$ cat src/rtl/clos_pkg.sv
package clos_pkg;
  typedef enum logic {
    OP_CONNECT = 1'b0,
    OP_RELEASE = 1'b1
  } clos_op_e;
endpackage

$ cat src/rtl/clos_prio_enc.sv
module clos_prio_enc #(
  parameter int W  = 4,
  parameter int IW = (W > 1) ? $clog2(W) : 1
) (
  input  logic [W-1:0]  cand,
  output logic          found,
  output logic [IW-1:0] idx
);
  always_comb begin
    found = |cand;
    idx   = '0;
    for (int i = W - 1; i >= 0; i--) begin
      if (cand[i]) idx = IW'(i);
    end
  end
endmodule

$ cat src/rtl/clos_busy_map.sv
module clos_busy_map #(
  parameter int SW_CNT = 3,
  parameter int K_MID  = 3,
  parameter int SWW    = (SW_CNT > 1) ? $clog2(SW_CNT) : 1,
  parameter int MW     = (K_MID > 1) ? $clog2(K_MID) : 1
) (
  input  logic                          clk,
  input  logic                          rst_n,
  input  logic                          set_en,
  input  logic [SWW-1:0]                set_sw,
  input  logic [MW-1:0]                 set_mid,
  input  logic                          clr_en,
  input  logic [SWW-1:0]                clr_sw,
  input  logic [MW-1:0]                 clr_mid,
  output logic [SW_CNT-1:0][K_MID-1:0]  busy
);
  always_ff @(posedge clk or negedge rst_n) begin
    if (!rst_n) begin
      busy <= '0;
    end else begin
      if (set_en) busy[set_sw][set_mid] <= 1'b1;
      if (clr_en) busy[clr_sw][clr_mid] <= 1'b0;
    end
  end

  AST_NO_SHARED_MID: assert property (@(posedge clk) disable iff (!rst_n)
    set_en |-> !busy[set_sw][set_mid]);

  AST_FREE_ONLY_BUSY: assert property (@(posedge clk) disable iff (!rst_n)
    clr_en |-> busy[clr_sw][clr_mid]);
endmodule

$ cat src/rtl/clos_mid_alloc.sv
module clos_mid_alloc
  import clos_pkg::*;
#(
  parameter int N_PER = 2,
  parameter int M_SW  = 3,
  parameter int K_MID = 3,
  parameter int NPORT = N_PER * M_SW,
  parameter int PW    = (NPORT > 1) ? $clog2(NPORT) : 1,
  parameter int MW    = (K_MID > 1) ? $clog2(K_MID) : 1
) (
  input  logic          clk,
  input  logic          rst_n,
  input  logic          req_valid,
  output logic          req_ready,
  input  logic          req_op,
  input  logic [PW-1:0] req_in,
  input  logic [PW-1:0] req_out,
  output logic          rsp_valid,
  input  logic          rsp_ready,
  output logic [MW-1:0] rsp_mid,
  output logic          rsp_blocked,
  output logic          rsp_error
);
  localparam int SWW = (M_SW > 1) ? $clog2(M_SW) : 1;

  logic [M_SW-1:0][K_MID-1:0] ing_busy, egr_busy;
  logic [NPORT-1:0]           conn_vld, out_used;
  logic [MW-1:0]              conn_mid [NPORT];
  logic [PW-1:0]              conn_out [NPORT];

  logic          acc, is_conn, in_ok, out_ok;
  logic [PW-1:0] in_s, out_s, rel_out;
  logic [SWW-1:0] in_sw, out_sw, rel_osw;
  logic [K_MID-1:0] cand;
  logic          found;
  logic [MW-1:0] pick, rel_mid;
  logic          conn_err, rel_err, do_set, do_clr, blk_now;

  assign req_ready = !rsp_valid || rsp_ready;
  assign acc       = req_valid && req_ready;
  assign is_conn   = (clos_op_e'(req_op) == OP_CONNECT);

  assign in_ok  = ({1'b0, req_in}  < (PW+1)'(NPORT));
  assign out_ok = ({1'b0, req_out} < (PW+1)'(NPORT));
  assign in_s   = in_ok  ? req_in  : '0;
  assign out_s  = out_ok ? req_out : '0;

  assign in_sw   = SWW'(in_s / PW'(N_PER));
  assign out_sw  = SWW'(out_s / PW'(N_PER));
  assign rel_mid = conn_mid[in_s];
  assign rel_out = conn_out[in_s];
  assign rel_osw = SWW'(rel_out / PW'(N_PER));

  assign cand = ~ing_busy[in_sw] & ~egr_busy[out_sw];

  clos_prio_enc #(.W(K_MID), .IW(MW)) u_pick (
    .cand (cand),
    .found(found),
    .idx  (pick)
  );

  assign conn_err = !in_ok || !out_ok || conn_vld[in_s] || out_used[out_s];
  assign rel_err  = !in_ok || !conn_vld[in_s];
  assign do_set   = acc && is_conn && !conn_err && found;
  assign do_clr   = acc && !is_conn && !rel_err;
  assign blk_now  = acc && is_conn && !conn_err && !found;

  clos_busy_map #(.SW_CNT(M_SW), .K_MID(K_MID), .SWW(SWW), .MW(MW)) u_ing (
    .clk(clk), .rst_n(rst_n),
    .set_en(do_set), .set_sw(in_sw), .set_mid(pick),
    .clr_en(do_clr), .clr_sw(in_sw), .clr_mid(rel_mid),
    .busy(ing_busy)
  );

  clos_busy_map #(.SW_CNT(M_SW), .K_MID(K_MID), .SWW(SWW), .MW(MW)) u_egr (
    .clk(clk), .rst_n(rst_n),
    .set_en(do_set), .set_sw(out_sw), .set_mid(pick),
    .clr_en(do_clr), .clr_sw(rel_osw), .clr_mid(rel_mid),
    .busy(egr_busy)
  );

  // connection table, one entry per input port
  always_ff @(posedge clk or negedge rst_n) begin
    if (!rst_n) begin
      conn_vld <= '0;
      out_used <= '0;
      for (int p = 0; p < NPORT; p++) begin
        conn_mid[p] <= '0;
        conn_out[p] <= '0;
      end
    end else if (do_set) begin
      conn_vld[in_s]  <= 1'b1;
      out_used[out_s] <= 1'b1;
      conn_mid[in_s]  <= pick;
      conn_out[in_s]  <= out_s;
    end else if (do_clr) begin
      conn_vld[in_s]    <= 1'b0;
      out_used[rel_out] <= 1'b0;
    end
  end

  // response register
  always_ff @(posedge clk or negedge rst_n) begin
    if (!rst_n) begin
      rsp_valid   <= 1'b0;
      rsp_mid     <= '0;
      rsp_blocked <= 1'b0;
      rsp_error   <= 1'b0;
    end else if (acc) begin
      rsp_valid   <= 1'b1;
      rsp_mid     <= do_set ? pick : (do_clr ? rel_mid : '0);
      rsp_blocked <= blk_now;
      rsp_error   <= is_conn ? conn_err : rel_err;
    end else if (rsp_ready) begin
      rsp_valid <= 1'b0;
    end
  end

  AST_PICK_FREE: assert property (@(posedge clk) disable iff (!rst_n)
    do_set |-> (!ing_busy[in_sw][pick] && !egr_busy[out_sw][pick]));

  AST_FAIL_NO_CHANGE: assert property (@(posedge clk) disable iff (!rst_n)
    (acc && !do_set && !do_clr) |=> ($stable(ing_busy) && $stable(egr_busy) && $stable(conn_vld)));

  AST_RSP_HOLD: assert property (@(posedge clk) disable iff (!rst_n)
    (rsp_valid && !rsp_ready) |=> (rsp_valid && $stable(rsp_mid) && $stable(rsp_error) && $stable(rsp_blocked)));

  generate
    if (K_MID >= 2 * N_PER - 1) begin : g_strict
      AST_NEVER_BLOCKED: assert property (@(posedge clk) disable iff (!rst_n)
        (acc && is_conn && !conn_err) |-> found);
    end
  endgenerate
endmodule

$ cat config.mk
export PLATFORM = sky130hd
export DESIGN_NAME = clos_mid_alloc
export DESIGN_NICKNAME = d
export VERILOG_FILES = /design/src/rtl/clos_pkg.sv /design/src/rtl/clos_prio_enc.sv /design/src/rtl/clos_busy_map.sv /design/src/rtl/clos_mid_alloc.sv
export SDC_FILE = /design/constraint.sdc
export NUM_CORES = 1
export LEC_CHECK = 0
export BUFFER_PORTS_ARGS = -buffer_cell sky130_fd_sc_hd__buf_2
export CAP_MARGIN = 10
export CORE_ASPECT_RATIO = 0.75
export CORE_MARGIN = 5
export CORE_UTILIZATION = 61
export DETAILED_ROUTE_END_ITERATION = 12
export HOLD_SLACK_MARGIN = 0.1
export PLACE_DENSITY = 0.81
export SLEW_MARGIN = 5
export SYNTH_ARGS = -nofsm -noshare
export SYNTH_HDL_FRONTEND = slang
export SYNTH_SLANG_ARGS = --single-unit
$ cat constraint.sdc
create_clock -name clk -period 2.97 [get_ports clk]
set_input_delay 0.594 -clock clk [delete_from_list [all_inputs] [get_ports clk]]
set_output_delay 0.594 -clock clk [all_outputs]
set_load 0.01 [all_outputs]
==> out/qor.yml, run 1 <==
outcome:
  outcome: "completed"
setup_path:
  worst_r2r_path_depth: 6
  r2r_slack_ns: 0.55
  path_cells: "buf_2 > ha_1 > buf_4 > nand2b_1 > mux2i_1 > o32ai_2 > nor4_4 > nor4b_4 > buf_4 > mux2_2"
  critPathBufInv: 3
  path_delay_family: "simple AND/OR/NAND/NOR gates"
  setup.worst_path.start_class: "primary input"
  path_class: "in -> reg"
  worst_ep_required_time_ns: 3.21
  crit_arrival_ns: 3.09
  slowest_stage: "nor4_4"
  endpoint_kind: "flip-flop"
  r2r_end: "conn_out[9]"
  critPathMaxStageDelay_ns: 0.51
  cp.depth: 10
  cp_common_cell: "buf_4"
  worstPathMaxFanout: 8
synthesis:
  synth_top_cells_by_count: "65 x dfrtp_1, 33 x mux2_2, 19 x nand2_1, 18 x a21oi_1, 18 x a41oi_1"
  synth_area_sq_mm: 0.003507
  synth_cells: 292
  post-synth-top-count-cell: "dfrtp_1"
  avgSynthCellArea_sq_um: 12.01
  ys_seq_elements: 65
  synthArstFlopShare_pct: 100.0
  synth_edf_count: 0
  synth.area.top_cells: "dfrtp_1 46%, mux2_2 11%, a41oi_1 4.5%, nor4b_4 4.1%, ha_1 3.2%"
  yosysTopAreaCellShare_pct: 46.38
  synth_top_cell_by_area: "dfrtp_1"
  synth.distinct_cells: 43
  syn-num-nets: 312
  synth_seq_area_share_pct: 46.38
  synth_flop_cell: "dfrtp_1"
  yosys_warnings: 0
clock_network:
  cts-root-buf: "clkbuf_8"
  cts_resized: 0
  cts.sinks: 65
  cts_tree: "done"
  clockBufferDepth: 2
  clk_pin_slew_worst_paths_ns: 0.07
  post-cts-setup-buffers: 0
  cts-hold-fix-buffers: 0
  numCtsBuffers: 9
  htreeDepth: 3
  clkLatencyLatePin_ns: 0.36
route:
  first_pass_iters: 5
  route.detailed.wl_per_inst_microns: 19.89
  via_per_inst: 6.307
  antenna_left: 0
  via_count: 2712
  drt_iter0_markers: 190
  route.detailed.drc: 0
  finalWirelength_microns: 8553
global_routing:
  grt_max_degree: 66
  antenna_found_initial: 0
  track_usage_pct: 25.87
  grt_pass1_wl_microns: 14490
  grt_pass1_vias: 2723
  gr-total-overflow: 0
sta:
  tightest_slew_ns: 1.045
  slew_headroom_pct: 29.97
  setup_viol: 0
  max_freq_ghz: 0.3510
  rsz0062_at_grt: "false"
  maxSlewViolCount: 0
  finalClockSkew_ns: 0.009095
  post-route-period-util_pct: 95.92
  min_period_ns: 2.849
  hold_violations: 0
die:
  coreArea_sq_mm: 0.005468
  pin_count: 17
  chipWidth_microns: 97.56
  die_y_microns: 75.67
  fp-row-count: 23
  initial_core_util_pct: 64.14
  die_area_sq_mm: 0.007382
hold_path:
  hold_path_class: "in -> async"
finish:
  fin_cells: 430
  diodes: 0
  final_core_util_pct: 76.22
  drive_gt1_share_pct: 36.90
  area_delta_synth_final_pct: 18.84
  nets: 370
job:
  cap_viol_max_count: 0
place:
  dp_cells: 414
  portBuffers: 16
  gp_congestion: 0.9463
  dpl.hpwl_microns: 6209
pwr:
  ir_drop_v: 0.0005012
  powerDensity_mw_per_mm2: 746.0
  leakagePower_nw: 1.932
## registers in the layout, indices dropped and copies added (netlist names), named ones only
name         flops
rsp_valid        1
conn_mid        12
out_used         6
conn_out        18
rsp_error        1
u_egr.busy       9
rsp_mid          2
u_ing.busy       9
rsp_blocked      1
## metrics by stage
step | power (mW) | hold slack (ns) | setup TNS (ns) | setup slack (ns) | cell area [sq um]
floorplan | 1.967 | 0.2984 | 0 | 0.007837 | 3507
global placement | 2.315 | 0.4505 | -4.864 | -0.1650 | 3971
detailed placement | 2.358 | 0.4648 | -5.604 | -0.1851 | 3971
CTS | 3.111 | 0.4317 | 0 | 0.1778 | 4168
global route | 3.294 | 0.4618 | 0 | 0.01220 | 4168
finish | 3.109 | 0.3962 | 0 | 0.1213 | 4168
## per-layer routing
| metal | vias up | GRT usage [%] | part of all wire [%] |
|---|---|---|---|
| li1 | 1223 | - | - |
| met1 | 1368 | 36.67 | 46 |
| met2 | 113 | 38.80 | 45 |
| met3 | 8 | 7.228 | 7.4 |
| met4 | 0 | 9.370 | 1.1 |
| met5 | - | 0 | 0 |
## cell families after synthesis
kind of cell	share of synthesized area (%)
compound gates	14.98
simple gates	14.34
mux	17.59
flops	46.38
fa+ha+maj	3.211
buf+inv	3.496
## power breakdown
group	switching, mW	total (mW)	internal, mW	leakage (nW)
logic	0.535	1.04	0.505	0.979
clock network	0.354	0.744	0.390	0.0964
registers	0.161	1.33	1.16	0.856
## how the worst max path moves through the flow
stage,startpoint,to,slack (ns)
finish,req_in[1],conn_out[9],0.12
global route,req_in[1],conn_mid[2],0.01
CTS,req_in[1],conn_out[9],0.18
detailed placement,req_in[2],conn_out[17],-0.19
global placement,req_in[1],conn_mid[7],-0.16
floorplan,req_in[1],conn_mid[10],0.008
## area by class of cell
class                           count  area [sq um]
Clock buffer                       10         127.6
Tap cell                           75         93.84
Multi-Input combinational cell    199          1758
Inverter                            8         30.03
Timing Repair Buffer               67         462.9
Sequential cell                    65          1627
Clock inverter                      6         68.82
Fill cell                         386          1300
## layout by cell type (no fill, tap or decap), drive strengths merged, types with 3 or more instances in the layout
cell and count:
inv 8, nor4b 10, a21oi 18, clkinv 4, a41oi 18, a21o 5, o21a 3, o31ai 3
mux2 35, o22a 4, o21ai 4, clkbuf 10, nor3b 4, nor3 3, nand3 9, nand2b 7
dfrtp 65, nor2b 7, mux4 5, nor2 3, nand2 19, buf 67, ha 9, mux2i 11
Note: power is estimated with default switching activity, not from simulation.
==> run 2: changes to the inputs <==
--- a/config.mk
+++ b/config.mk
@@ -13,6 +13,7 @@
 export DETAILED_ROUTE_END_ITERATION = 12
 export HOLD_SLACK_MARGIN = 0.1
 export PLACE_DENSITY = 0.81
+export SETUP_SLACK_MARGIN = 0.15
 export SLEW_MARGIN = 5
 export SYNTH_ARGS = -nofsm -noshare
 export SYNTH_HDL_FRONTEND = slang
==> run 2 against run 1 <==
  * Global-route usage increased by 1.2 points
  * Combinational power grew 5%
  * Via count increased by 2.0%
==> out/qor.yml, run 2 (synthesis gave the netlist of run 1 again) <==
setup_path:
  worst_r2r_path_depth: 7  # was 6
  worstPathMaxFanout: 8  # unchanged
  r2r_start: "u_ing.busy[1]"
  endpoint_kind: "flip-flop"  # unchanged
  worst_ep_required_time_ns: 3.21  # about the same
  cp-startpoint: "req_out[1]"  # was req_in[1]
  r2r_end: "u_egr.busy[4]"  # was conn_out[9]
  setup.worst_path.start_class: "primary input"  # unchanged
  r2r_slack_ns: 0.62  # was 0.55 ns
  cp-endpoint: "conn_out[10]"  # was conn_out[9]
  crit_arrival_ns: 2.96  # was 3.09 ns
  path_class: "in -> reg"  # unchanged
sta:
  rsz0062_at_grt: "false"  # unchanged
  maxSlewViolCount: 0  # unchanged
  min_period_ns: 2.722  # was 2.849 ns
  post-route-period-util_pct: 91.66  # was 95.92%
  finalClockSkew_ns: 0.01040  # was 0.009095 ns
  tightest_slew_ns: 0.8298  # was 1.045 ns
  slew_headroom_pct: 44.68  # was 29.97%
  hold_violations: 0  # unchanged
  setup_viol: 0  # unchanged
  max_freq_ghz: 0.3673  # was 0.3510 GHz
clock_network:
  cts-hold-fix-buffers: 0  # unchanged
  cts_tree: "done"  # unchanged
  cts-root-buf: "clkbuf_8"  # unchanged
  post-cts-setup-buffers: 0  # unchanged
  numCtsBuffers: 9  # unchanged
  clockBufferDepth: 2  # unchanged
  clk_pin_slew_worst_paths_ns: 0.08  # was 0.07 ns
  cts.sinks: 65  # unchanged
  htreeDepth: 3  # unchanged
  clkLatencyLatePin_ns: 0.35  # was 0.36 ns
route:
  route.detailed.wl_per_inst_microns: 21.59  # was 19.89 microns
  via_count: 2767  # was 2712
  drt_iter0_markers: 326  # was 190
  finalWirelength_microns: 9198  # was 8553 microns
  first_pass_iters: 7  # was 5
  route.detailed.drc: 0  # unchanged
  antenna_left: 0  # unchanged
  via_per_inst: 6.495  # was 6.307
finish:
  largest_reg_flops: 18  # unchanged
  postLayoutCellArea_sq_mm: 0.004220  # was 0.004168 sq mm
  drive_gt1_share_pct: 37.61  # was 36.90%
  fill_cells: 355  # was 386
  final_common_cell: "dfrtp_1"  # unchanged
  diodes: 0  # unchanged
  final_core_util_pct: 77.19  # was 76.22%
  top_regs: "conn_out: 18 flops, conn_mid: 12 flops"  # unchanged
  nets: 366  # was 370
  largest_register: "conn_out"  # unchanged
  final_cell_mix: "65 x dfrtp_1, 47 x buf_4, 28 x mux2_2, 19 x nand2_1"  # was 65 x dfrtp_1, 51 x buf_4, 33 x mux2_2, 19 x nand2_1
  area_delta_synth_final_pct: 20.34  # was 18.84%
place:
  gp_congestion: 0.9186  # was 0.9463
  place_area_sq_mm: 0.003994  # was 0.003971 sq mm
  dpl.hpwl_microns: 6392  # was 6209 microns
  portBuffers: 16  # unchanged
die:
  pin_count: 17  # unchanged
  initial_core_util_pct: 64.14  # unchanged
  die_y_microns: 75.67  # unchanged
  coreArea_sq_mm: 0.005468  # unchanged
  die_area_sq_mm: 0.007382  # unchanged
  fp-row-count: 23  # unchanged
  chipWidth_microns: 97.56  # unchanged
pwr:
  leakagePower_nw: 1.940  # was 1.932 nW
  powerDensity_mw_per_mm2: 762.9  # was 746.0 mW/mm^2
  ir_drop_v: 0.0005418  # was 0.0005012 V
job:
  cap_viol_max_count: 0  # unchanged
global_routing:
  grt_pass1_wl_microns: 15060  # was 14490 microns
  antenna_found_initial: 0  # unchanged
  gr-total-overflow: 0  # unchanged
  grt_pass1_vias: 2840  # was 2723
  grt_max_degree: 66  # unchanged
  track_usage_pct: 27.03  # was 25.87%
outcome:
  outcome: "completed"  # unchanged
hold_path:
  hold_path_class: "in -> async"  # unchanged
==> run 2: area by class of cell <==
type / count / area [sq um] / share of cell area, %
sequential: 65 / 1627 / 38.54
inverter: 8 / 30.03 / 0.7115
clock inverter: 2 / 35.03 / 0.8301
multi-input combinational: 199 / 1829 / 43.34
clock buffer: 14 / 172.7 / 4.091
timing repair buffer: 63 / 432.9 / 10.26
tap: 75 / 93.84 / 2.224
==> run 2: through the flow <==
| step | hold WS [ns] | setup slack [ns] | total power, mW | setup TNS (ns) | cells |
|---|---|---|---|---|---|
| floorplan | 0.2984 | 0.06332 | 2.006 | 0 | 292 |
| global placement | 0.4430 | -0.1248 | 2.332 | -3.014 | 410 |
| detailed placement | 0.4586 | -0.1951 | 2.382 | -6.593 | 410 |
| CTS | 0.4488 | 0.1810 | 3.185 | 0 | 426 |
| global route | 0.4814 | 0.1645 | 3.380 | 0 | 426 |
| finish | 0.4117 | 0.2476 | 3.220 | 0 | 426 |
==> run 2: how the worst min path moves through the flow <==
stage / from / endpoint / slack, ns / cells after the start
final: rst_n / out_used[1] / 0.41 / 2
after global routing: req_valid / rsp_valid / 0.48 / 2
after CTS: rst_n / conn_out[10] / 0.45 / 2
after detailed placement: rsp_blocked / rsp_blocked / 0.46 / 2
after global placement: rsp_blocked / rsp_blocked / 0.44 / 2
after floorplan: rst_n / asynchronous set/reset pin / 0.30 / 0
==> run 2: repair_timing <==
action,4_1_cts,5_1_grt
gates cloned,0,0
setup endpoints to repair,1,42
resized for setup,1,3
==> run 2: critical path, cell delays in order <==
cell	delay, ns
buf_2	0.14
ha_4	0.17
nor2b_1	0.26
mux2_4	0.34
and3_4	0.19
nor4_4	0.29
buf_4	0.21
nor4b_4	0.20
buf_4	0.20
mux2_2	0.35
==> run 2: routing by layer <==
metal / vias up / GRT usage (%) / part of all wire [%]
met3: 21 / 9.790 / 11
met5: - / 0 / 0
li1: 1217 / - / -
met1: 1364 / 37.92 / 43
met2: 165 / 39.56 / 44
met4: 0 / 9.063 / 1.6
==> run 2: power by group <==
part           total [mW]  switching, mW  internal [mW]
Combinational        1.09          0.567          0.521
Clock               0.796          0.340          0.456
Sequential           1.34          0.170           1.17
